**config.mk**
```make
export PLATFORM = sky130hd
export DESIGN_NAME = pic_ctrl
export DESIGN_NICKNAME = d
export VERILOG_FILES = /design/src/rtl/pic_pkg.sv /design/src/rtl/pic_arbiter.sv /design/src/rtl/pic_source.sv /design/src/rtl/pic_ctrl.sv
export SDC_FILE = /design/constraint.sdc
export NUM_CORES = 2
export LEC_CHECK = 0
export ABC_AREA = 1
export ABC_CLOCK_PERIOD_IN_PS = 100300
export BUFFER_PORTS_ARGS = -buffer_cell sky130_fd_sc_hd__buf_2
export CAP_MARGIN = 10
export CELL_PAD_IN_SITES_DETAIL_PLACEMENT = 2
export CELL_PAD_IN_SITES_GLOBAL_PLACEMENT = 2
export CORE_AREA = 2 2 329 331
export DETAILED_ROUTE_END_ITERATION = 10
export DIE_AREA = 0 0 331 333
export HOLD_SLACK_MARGIN = 0.08
export PLACE_DENSITY = 0.86
export SLEW_MARGIN = 20
export SYNTH_ARGS = -nofsm -noshare
export SYNTH_HDL_FRONTEND = slang
export SYNTH_SLANG_ARGS = --single-unit
```
**constraint.sdc**
```tcl
create_clock -name clk -period 100.3 [get_ports clk]
set_input_delay 30.09 -clock clk [delete_from_list [all_inputs] [get_ports clk]]
set_output_delay 30.09 -clock clk [all_outputs]
set_load 0.1 [all_outputs]
```
**src/rtl/pic_pkg.sv**
```systemverilog
package pic_pkg;
   localparam int BUS_AW    = 9;
   localparam int PRIO_W    = 4;
   localparam int GRP_SIZE  = 16;
   localparam int MAX_SRC   = 128;
   localparam int MAX_VEC_W = 8;

   localparam int MASK_BIT  = 31;
   localparam int ACT_BIT   = 30;
   localparam int POL_BIT   = 13;
   localparam int SENSE_BIT = 12;
   localparam int PRIO_LSB  = 8;
   localparam int RST_BIT   = 31;

   localparam logic [BUS_AW-1:0] A_GCFG = 9'h000;
   localparam logic [BUS_AW-1:0] A_SPUR = 9'h001;
   localparam logic [BUS_AW-1:0] A_TASK = 9'h002;
   localparam logic [BUS_AW-1:0] A_ACK  = 9'h003;
   localparam logic [BUS_AW-1:0] A_EOI  = 9'h004;

   typedef logic [PRIO_W-1:0] prio_t;
endpackage

```
**src/rtl/pic_arbiter.sv**
```systemverilog
module pic_arbiter
   import pic_pkg::*;
#(
   parameter int N     = 32,
   parameter int IDX_W = $clog2(N)
) (
   input  logic [N-1:0]     req,
   input  prio_t            prio [N],
   output logic             valid,
   output logic [IDX_W-1:0] idx,
   output prio_t            best
);
   // strict compare keeps the lowest index on equal priority
   always_comb begin
      valid = 1'b0;
      idx   = '0;
      best  = '0;
      for (int i = 0; i < N; i++) begin
         if (req[i] && (!valid || prio[i] > best)) begin
            valid = 1'b1;
            idx   = IDX_W'(i);
            best  = prio[i];
         end
      end
   end
endmodule

```
**src/rtl/pic_source.sv**
```systemverilog
module pic_source
   import pic_pkg::*;
#(
   parameter int VEC_W = 8
) (
   input  logic             clk,
   input  logic             rst_n,
   input  logic             soft_rst,
   input  logic             cfg_we,
   input  logic             dest_we,
   input  logic [31:0]      wdata,
   input  logic             irq,
   input  logic             ack_take,
   input  logic             eoi_take,
   output logic             eligible,
   output prio_t            prio,
   output logic [VEC_W-1:0] vec,
   output logic             in_svc,
   output logic [31:0]      cfg_word,
   output logic [31:0]      dest_word
);
   logic             mask_q, pol_q, sense_q, dest_q, prev_q, epend_q, isv_q;
   prio_t            prio_q;
   logic [VEC_W-1:0] vec_q;
   logic             asserted, pending;
   logic             unused_wdata;

   assign unused_wdata = ^wdata;
   assign asserted = pol_q ? irq : ~irq;
   assign pending  = sense_q ? asserted : epend_q;
   assign eligible = pending & ~isv_q & ~mask_q & dest_q;
   assign prio     = prio_q;
   assign vec      = vec_q;
   assign in_svc   = isv_q;

   always_ff @(posedge clk or negedge rst_n) begin
      if (!rst_n) begin
         mask_q  <= 1'b1;
         pol_q   <= 1'b1;
         sense_q <= 1'b0;
         prio_q  <= '0;
         vec_q   <= '0;
         dest_q  <= 1'b0;
         prev_q  <= 1'b0;
         epend_q <= 1'b0;
         isv_q   <= 1'b0;
      end else if (soft_rst) begin
         mask_q  <= 1'b1;
         pol_q   <= 1'b1;
         sense_q <= 1'b0;
         prio_q  <= '0;
         vec_q   <= '0;
         dest_q  <= 1'b0;
         prev_q  <= irq;
         epend_q <= 1'b0;
         isv_q   <= 1'b0;
      end else begin
         if (cfg_we) begin
            mask_q  <= wdata[MASK_BIT];
            pol_q   <= wdata[POL_BIT];
            sense_q <= wdata[SENSE_BIT];
            prio_q  <= wdata[PRIO_LSB +: PRIO_W];
            vec_q   <= wdata[VEC_W-1:0];
         end
         if (dest_we) dest_q <= wdata[0];
         prev_q  <= asserted;
         epend_q <= sense_q ? 1'b0 : ((epend_q & ~ack_take) | (asserted & ~prev_q));
         if (ack_take)      isv_q <= 1'b1;
         else if (eoi_take) isv_q <= 1'b0;
      end
   end

   always_comb begin
      cfg_word                     = '0;
      cfg_word[MASK_BIT]           = mask_q;
      cfg_word[ACT_BIT]            = pending | isv_q;
      cfg_word[POL_BIT]            = pol_q;
      cfg_word[SENSE_BIT]          = sense_q;
      cfg_word[PRIO_LSB +: PRIO_W] = prio_q;
      cfg_word[VEC_W-1:0]          = vec_q;
      dest_word                    = {31'b0, dest_q};
   end


   ack_eligible_chk: assert property (@(posedge clk) disable iff (!rst_n)
      ack_take |-> eligible);

   ack_enters_svc_chk: assert property (@(posedge clk) disable iff (!rst_n)
      ack_take && !soft_rst |=> isv_q);

   eoi_target_chk: assert property (@(posedge clk) disable iff (!rst_n)
      eoi_take |-> isv_q);

   soft_rst_clear_chk: assert property (@(posedge clk) disable iff (!rst_n)
      soft_rst |=> mask_q && !isv_q && !epend_q);
endmodule

```
**src/rtl/pic_ctrl.sv**
```systemverilog
module pic_ctrl
   import pic_pkg::*;
#(
   parameter int NUM_SRC = 32,
   parameter int VEC_W   = 8
) (
   input  logic               clk,
   input  logic               rst_n,
   input  logic [NUM_SRC-1:0] irq_in,
   input  logic               bus_sel,
   input  logic               bus_wr,
   input  logic [BUS_AW-1:0]  bus_addr,
   input  logic [31:0]        bus_wdata,
   output logic [31:0]        bus_rdata,
   output logic               irq_out
);
   localparam int IDX_W  = $clog2(NUM_SRC);
   localparam int GROUPS = NUM_SRC / GRP_SIZE;

   if (NUM_SRC % GRP_SIZE != 0 || NUM_SRC < GRP_SIZE || NUM_SRC > MAX_SRC) begin : g_bad_src
      $error("pic_ctrl: NUM_SRC must be a multiple of 16 in 16..128");
   end
   if (VEC_W < 1 || VEC_W > MAX_VEC_W) begin : g_bad_vec
      $error("pic_ctrl: VEC_W must be 1..8");
   end

   logic               wr_en, rd_en, src_hit, soft_rst;
   logic [IDX_W-1:0]   src_sel;
   logic [NUM_SRC-1:0] elig, isv, cfg_we, dest_we, ack_take, eoi_take;
   prio_t              src_prio [NUM_SRC];
   logic [VEC_W-1:0]   src_vec  [NUM_SRC];
   logic [31:0]        cfg_rd   [NUM_SRC];
   logic [31:0]        dest_rd  [NUM_SRC];

   logic               cand_valid, isv_valid, deliverable, ack_hit, eoi_hit;
   logic [IDX_W-1:0]   cand_idx, isv_idx;
   prio_t              cand_prio, isv_prio, task_q;
   logic [VEC_W-1:0]   spur_q;
   logic [31:0]        rdata_q;
   logic               irq_q;

   assign wr_en    = bus_sel & bus_wr;
   assign rd_en    = bus_sel & ~bus_wr;
   assign src_hit  = bus_addr[BUS_AW-1] && ({1'b0, bus_addr[BUS_AW-2:1]} < 8'(NUM_SRC));
   assign src_sel  = bus_addr[IDX_W:1];
   assign soft_rst = wr_en && bus_addr == A_GCFG && bus_wdata[RST_BIT];

   for (genvar g = 0; g < GROUPS; g++) begin : g_grp
      for (genvar i = 0; i < GRP_SIZE; i++) begin : g_slot
         localparam int N = g * GRP_SIZE + i;
         assign cfg_we[N]  = wr_en & src_hit & ~bus_addr[0] & (src_sel == IDX_W'(N));
         assign dest_we[N] = wr_en & src_hit &  bus_addr[0] & (src_sel == IDX_W'(N));
         pic_source #(.VEC_W(VEC_W)) u_src (
            .clk       (clk),
            .rst_n     (rst_n),
            .soft_rst  (soft_rst),
            .cfg_we    (cfg_we[N]),
            .dest_we   (dest_we[N]),
            .wdata     (bus_wdata),
            .irq       (irq_in[N]),
            .ack_take  (ack_take[N]),
            .eoi_take  (eoi_take[N]),
            .eligible  (elig[N]),
            .prio      (src_prio[N]),
            .vec       (src_vec[N]),
            .in_svc    (isv[N]),
            .cfg_word  (cfg_rd[N]),
            .dest_word (dest_rd[N])
         );
      end
   end

   pic_arbiter #(.N(NUM_SRC), .IDX_W(IDX_W)) u_cand_arb (
      .req (elig), .prio (src_prio), .valid (cand_valid), .idx (cand_idx), .best (cand_prio)
   );
   pic_arbiter #(.N(NUM_SRC), .IDX_W(IDX_W)) u_isv_arb (
      .req (isv), .prio (src_prio), .valid (isv_valid), .idx (isv_idx), .best (isv_prio)
   );

   assign deliverable = cand_valid && cand_prio > task_q && (!isv_valid || cand_prio > isv_prio);
   assign ack_hit     = rd_en && bus_addr == A_ACK && deliverable;
   assign eoi_hit     = wr_en && bus_addr == A_EOI && isv_valid;
   assign ack_take    = ack_hit ? (NUM_SRC'(1) << cand_idx) : '0;
   assign eoi_take    = eoi_hit ? (NUM_SRC'(1) << isv_idx)  : '0;

   always_ff @(posedge clk or negedge rst_n) begin
      if (!rst_n) begin
         task_q  <= '0;
         spur_q  <= '1;
         rdata_q <= '0;
         irq_q   <= 1'b0;
      end else begin
         irq_q <= deliverable;
         if (wr_en && bus_addr == A_TASK) task_q <= bus_wdata[PRIO_W-1:0];
         if (wr_en && bus_addr == A_SPUR) spur_q <= bus_wdata[VEC_W-1:0];
         if (rd_en) begin
            if (src_hit)
               rdata_q <= bus_addr[0] ? dest_rd[src_sel] : cfg_rd[src_sel];
            else begin
               case (bus_addr)
                  A_SPUR:  rdata_q <= 32'(spur_q);
                  A_TASK:  rdata_q <= 32'(task_q);
                  A_ACK:   rdata_q <= deliverable ? 32'(src_vec[cand_idx]) : 32'(spur_q);
                  default: rdata_q <= '0;
               endcase
            end
         end
      end
   end

   assign bus_rdata = rdata_q;
   assign irq_out   = irq_q;


   ack_nests_chk: assert property (@(posedge clk) disable iff (!rst_n)
      ack_hit |=> isv_valid && isv_prio >= $past(cand_prio));

   task_block_chk: assert property (@(posedge clk) disable iff (!rst_n)
      task_q == '1 |=> !irq_out);
endmodule

```
==> flow_summary_export.csv <==
group,metric,value,unit
route,routed_via_density,6.72,
layout,layout-drive-gt1-share,8.16,%
sta,rsz0062_at_grt,"false",
pwr,finalPower,0.000891,W
worst_setup_path,worstPathRequired,100.80,ns
worst_setup_path,cp_max_fo,38,
synthesis,ys_warn_count,0,
global_routing,antenna_found_initial,11,
min_path,worstHoldStart,"task_q[3]",
global_routing,grt_max_degree,160,
pwr,leakagePower,23.5,nW
route,drc,0,
placed_design,place_ws,26.74,ns
worst_setup_path,crit_type,"in2reg",
synthesis,dominantRegCellSynth,"dfrtp_1",
min_path,hold_depth,2,
sta,hold_violations,0,
sta,clock_skew,0.0265,ns
die,initial_core_util,39.8,%
sta,tns,0,ns
global_routing,grt_usage,42.7,%
worst_setup_path,startpoint_type,"input port",
route,wirelength,239000,um
pwr,peakVddDrop,0.0000125,V
synthesis,synth.most_common_cell,"nand2_1",
cts,postCtsResizedCells,0,
sta,finalCritPeriodShare,74.2,%
min_path,whs_endpoint,"task_q[3]",
min_path,min_path_type,"reg2reg",
cts,cts-root-buf,"clkbuf_16",
global_routing,grt_pass1_vias,53700,
layout,stdcell_area,46500,um2
placed_design,place_area,44000,um2
synthesis,yosys-top-cells-count,"nand2_1 (1234), inv_1 (774), o21ai_0 (609)",
cts,cts_setup_buffers,0,
cts,cts_tree,"done",
die,die_w,331,um
synthesis,ys_types,56,
sta,finalSetupViolCount,0,
cts,path_clk_slew,0.06,ns
die,die-area,110000,um2
worst_setup_path,r2r_setup_slack,52.47,ns
worst_setup_path,cp_num_buf_inv,35,
sta,maxSlewHeadroom,6.26,%
die,design.core.area,107000,um2
worst_setup_path,critical_path_arrival,74.96,ns
global_routing,grt_overflow,0,
worst_setup_path,cp_slowest_cell,"buf_4",
route,routed-via-count,48700,
sta,slew_viol_final,0,
job,maxCapViolCount,0,
cts,clk_latency,0.67,ns
placed_design,gp_congestion,0.934,
die,io_pins,110,
worst_setup_path,r2r-end,"g_grp[0].g_slot[0].u_src.epend_q",
sta,fmax,13.4,MHz
placed_design,io_buffers,76,
route,dr.first_iter.drc_count,5688,
sta,setup_slack,25.84,ns
layout,final_nets,6084,
worst_setup_path,worstRegToRegCells,289,
outcome,status,"finished clean",
synthesis,ys_seq_area_share,37.8,%
cts,numCtsBuffers,74,
route,routedWlPerCell,33.0,um
worst_setup_path,r2r-start,"g_grp[0].g_slot[0].u_src.in_svc",
cts,clock_sink_count,637,
cts,clockBufferDepth,3,
synthesis,netlist_area,42500,um2
synthesis,avgSynthCellArea,7.28,um2
worst_setup_path,endpoint_kind,"register",
worst_setup_path,cpMostUsedCell,"nand2_1",
synthesis,synth_top_cell_by_area,"dfrtp_1",
worst_setup_path,crit_family,"simple AND/OR/NAND/NOR gates",
synthesis,async_flop_share,100,%
synthesis,netlist.area_leader.share,33.3,%
sta,period_minus_slack,74.46,ns
sta,tightest_slew,1.39,ns
placed_design,dpl.hpwl,147000,um
route,drt_first_pass_iters,6,
layout,area_delta_synth_final,9.60,%
die,die_h,333,um
route,ant_nets,0,
synthesis,synthTopCellsByArea,"dfrtp_1 (33%), nand2_1 (11%), o21ai_0 (7.2%)",
die,num_rows,120,
cts,ctsHoldBuffers,0,
worst_setup_path,cpPeakStageDelay,0.55,ns
global_routing,grt_pass1_wl,353000,um
layout,fillers,12300,
cts,htree_levels,3,
synthesis,synth_seq_cells,637,
synthesis,syn_inst,5829,
pwr,p_per_area,19.2,nW/um2
synthesis,synth_edf_count,0,
==> worst max path at each step <==
stage	startpoint	endpoint	slack, ns	cells past startpoint
floorplan	irq_in[0]	g_grp[0].g_slot[10].u_src.epend_q	35.88	339
global placement	irq_in[0]	g_grp[0].g_slot[9].u_src.epend_q	29.43	320
detailed placement	irq_in[0]	g_grp[1].g_slot[2].u_src.epend_q	26.74	318
CTS	irq_in[0]	g_grp[0].g_slot[0].u_src.epend_q	26.18	314
global route	irq_in[0]	g_grp[0].g_slot[0].u_src.epend_q	21.55	317
finish	irq_in[0]	g_grp[0].g_slot[0].u_src.epend_q	25.84	315
==> layer usage <==
metal / part of all wire, % / vias up / wire length [um] / track usage, %
met5: 0.020 / - / 48 / 0
met4: 8.7 / 8 / 20700 / 32.7
met3: 10 / 1293 / 24900 / 12.4
met2: 44 / 3236 / 106000 / 65.5
met1: 36 / 24500 / 87100 / 50.0
li1: - / 19700 / - / -
==> layout make-up <==
cell class              instances  area [um2]  share of cell area [%]
well taps                    1403        1760                    3.77
repair buffers                171        1150                    2.47
flip-flops and latches        637       16000                    34.4
multi-input cells            4093       22100                    47.4
inverters                     797        3000                    6.45
clock buffers                 115        2240                    4.81
clock inverters                22         279                   0.600
diodes                          6        15.0                  0.0323
==> flip-flops by register name, summed over array words and instances, names as in the netlist <==
register and cells:
g_grp.g_slot.u_src.prev_q 32, g_grp.g_slot.u_src.mask_q 32, g_grp.g_slot.u_src.dest_q 32, spur_q 8, g_grp.g_slot.u_src.epend_q 32, g_grp.g_slot.u_src.in_svc 32
g_grp.g_slot.u_src.vec 256, g_grp.g_slot.u_src.pol_q 32, bus_rdata 16, g_grp.g_slot.u_src.sense_q 32, irq_out 1, task_q 4
g_grp.g_slot.u_src.prio 128
==> tightest hold or removal path: stages (launching register included) <==
cell and delay [ns]:
dfrtp_1 0.34, nand2_1 0.05, o21ai_0 0.07
==> power by group <==
group	total (W)	internal, W	switching (W)
clock network	0.000297	0.000168	0.000130
logic	0.000319	0.0000893	0.000229
registers	0.000275	0.000267	0.00000820
==> layout by cell type (no fill, tap or decap), types with 25 or more instances in the layout <==
master     instances
dfstp_2           72
o221ai_1          32
nand4_1          110
o21ai_0          608
xor2_1            29
nand2_2           52
a221oi_1          28
nand2_1         1231
nand3_1          407
nor4_1            25
a21oi_1          166
buf_4             92
a22oi_1           64
nor3_1            72
clkbuf_16         77
o21bai_1          55
or2_2             30
nor2_1           359
ha_1             233
buf_2             75
dfrtp_1          565
inv_1            771
o22ai_1          448
==> metrics by stage <==
step | cells | hold WS (ns) | util [%]
after floorplan | 5844 | 0.434 | -
after global placement | 7100 | 0.450 | 41.2
after detailed placement | 7100 | 0.479 | 41.2
after CTS | 7237 | 0.504 | 43.6
after global routing | 7239 | 0.525 | 43.6
final | 7244 | 0.501 | 43.7
==> cells by family (layout without fill, tap and decap cells) <==
kind of cell / after synthesis / count (layout) / share of synthesized area [%]
AND/OR/NAND/NOR: 2318 / 2318 / 23.4
AO/OA/AOI/OAI: 1496 / 1496 / 20.8
buffers and inverters: 1114 / 1105 / 10.6
flip-flops: 637 / 637 / 37.8
adder cells (fa/ha/maj): 233 / 233 / 6.87
XOR/XNOR: 30 / 30 / 0.619
other: 1 / 22 / 0.00883
No activity file was read; power rests on OpenSTA's default activity.
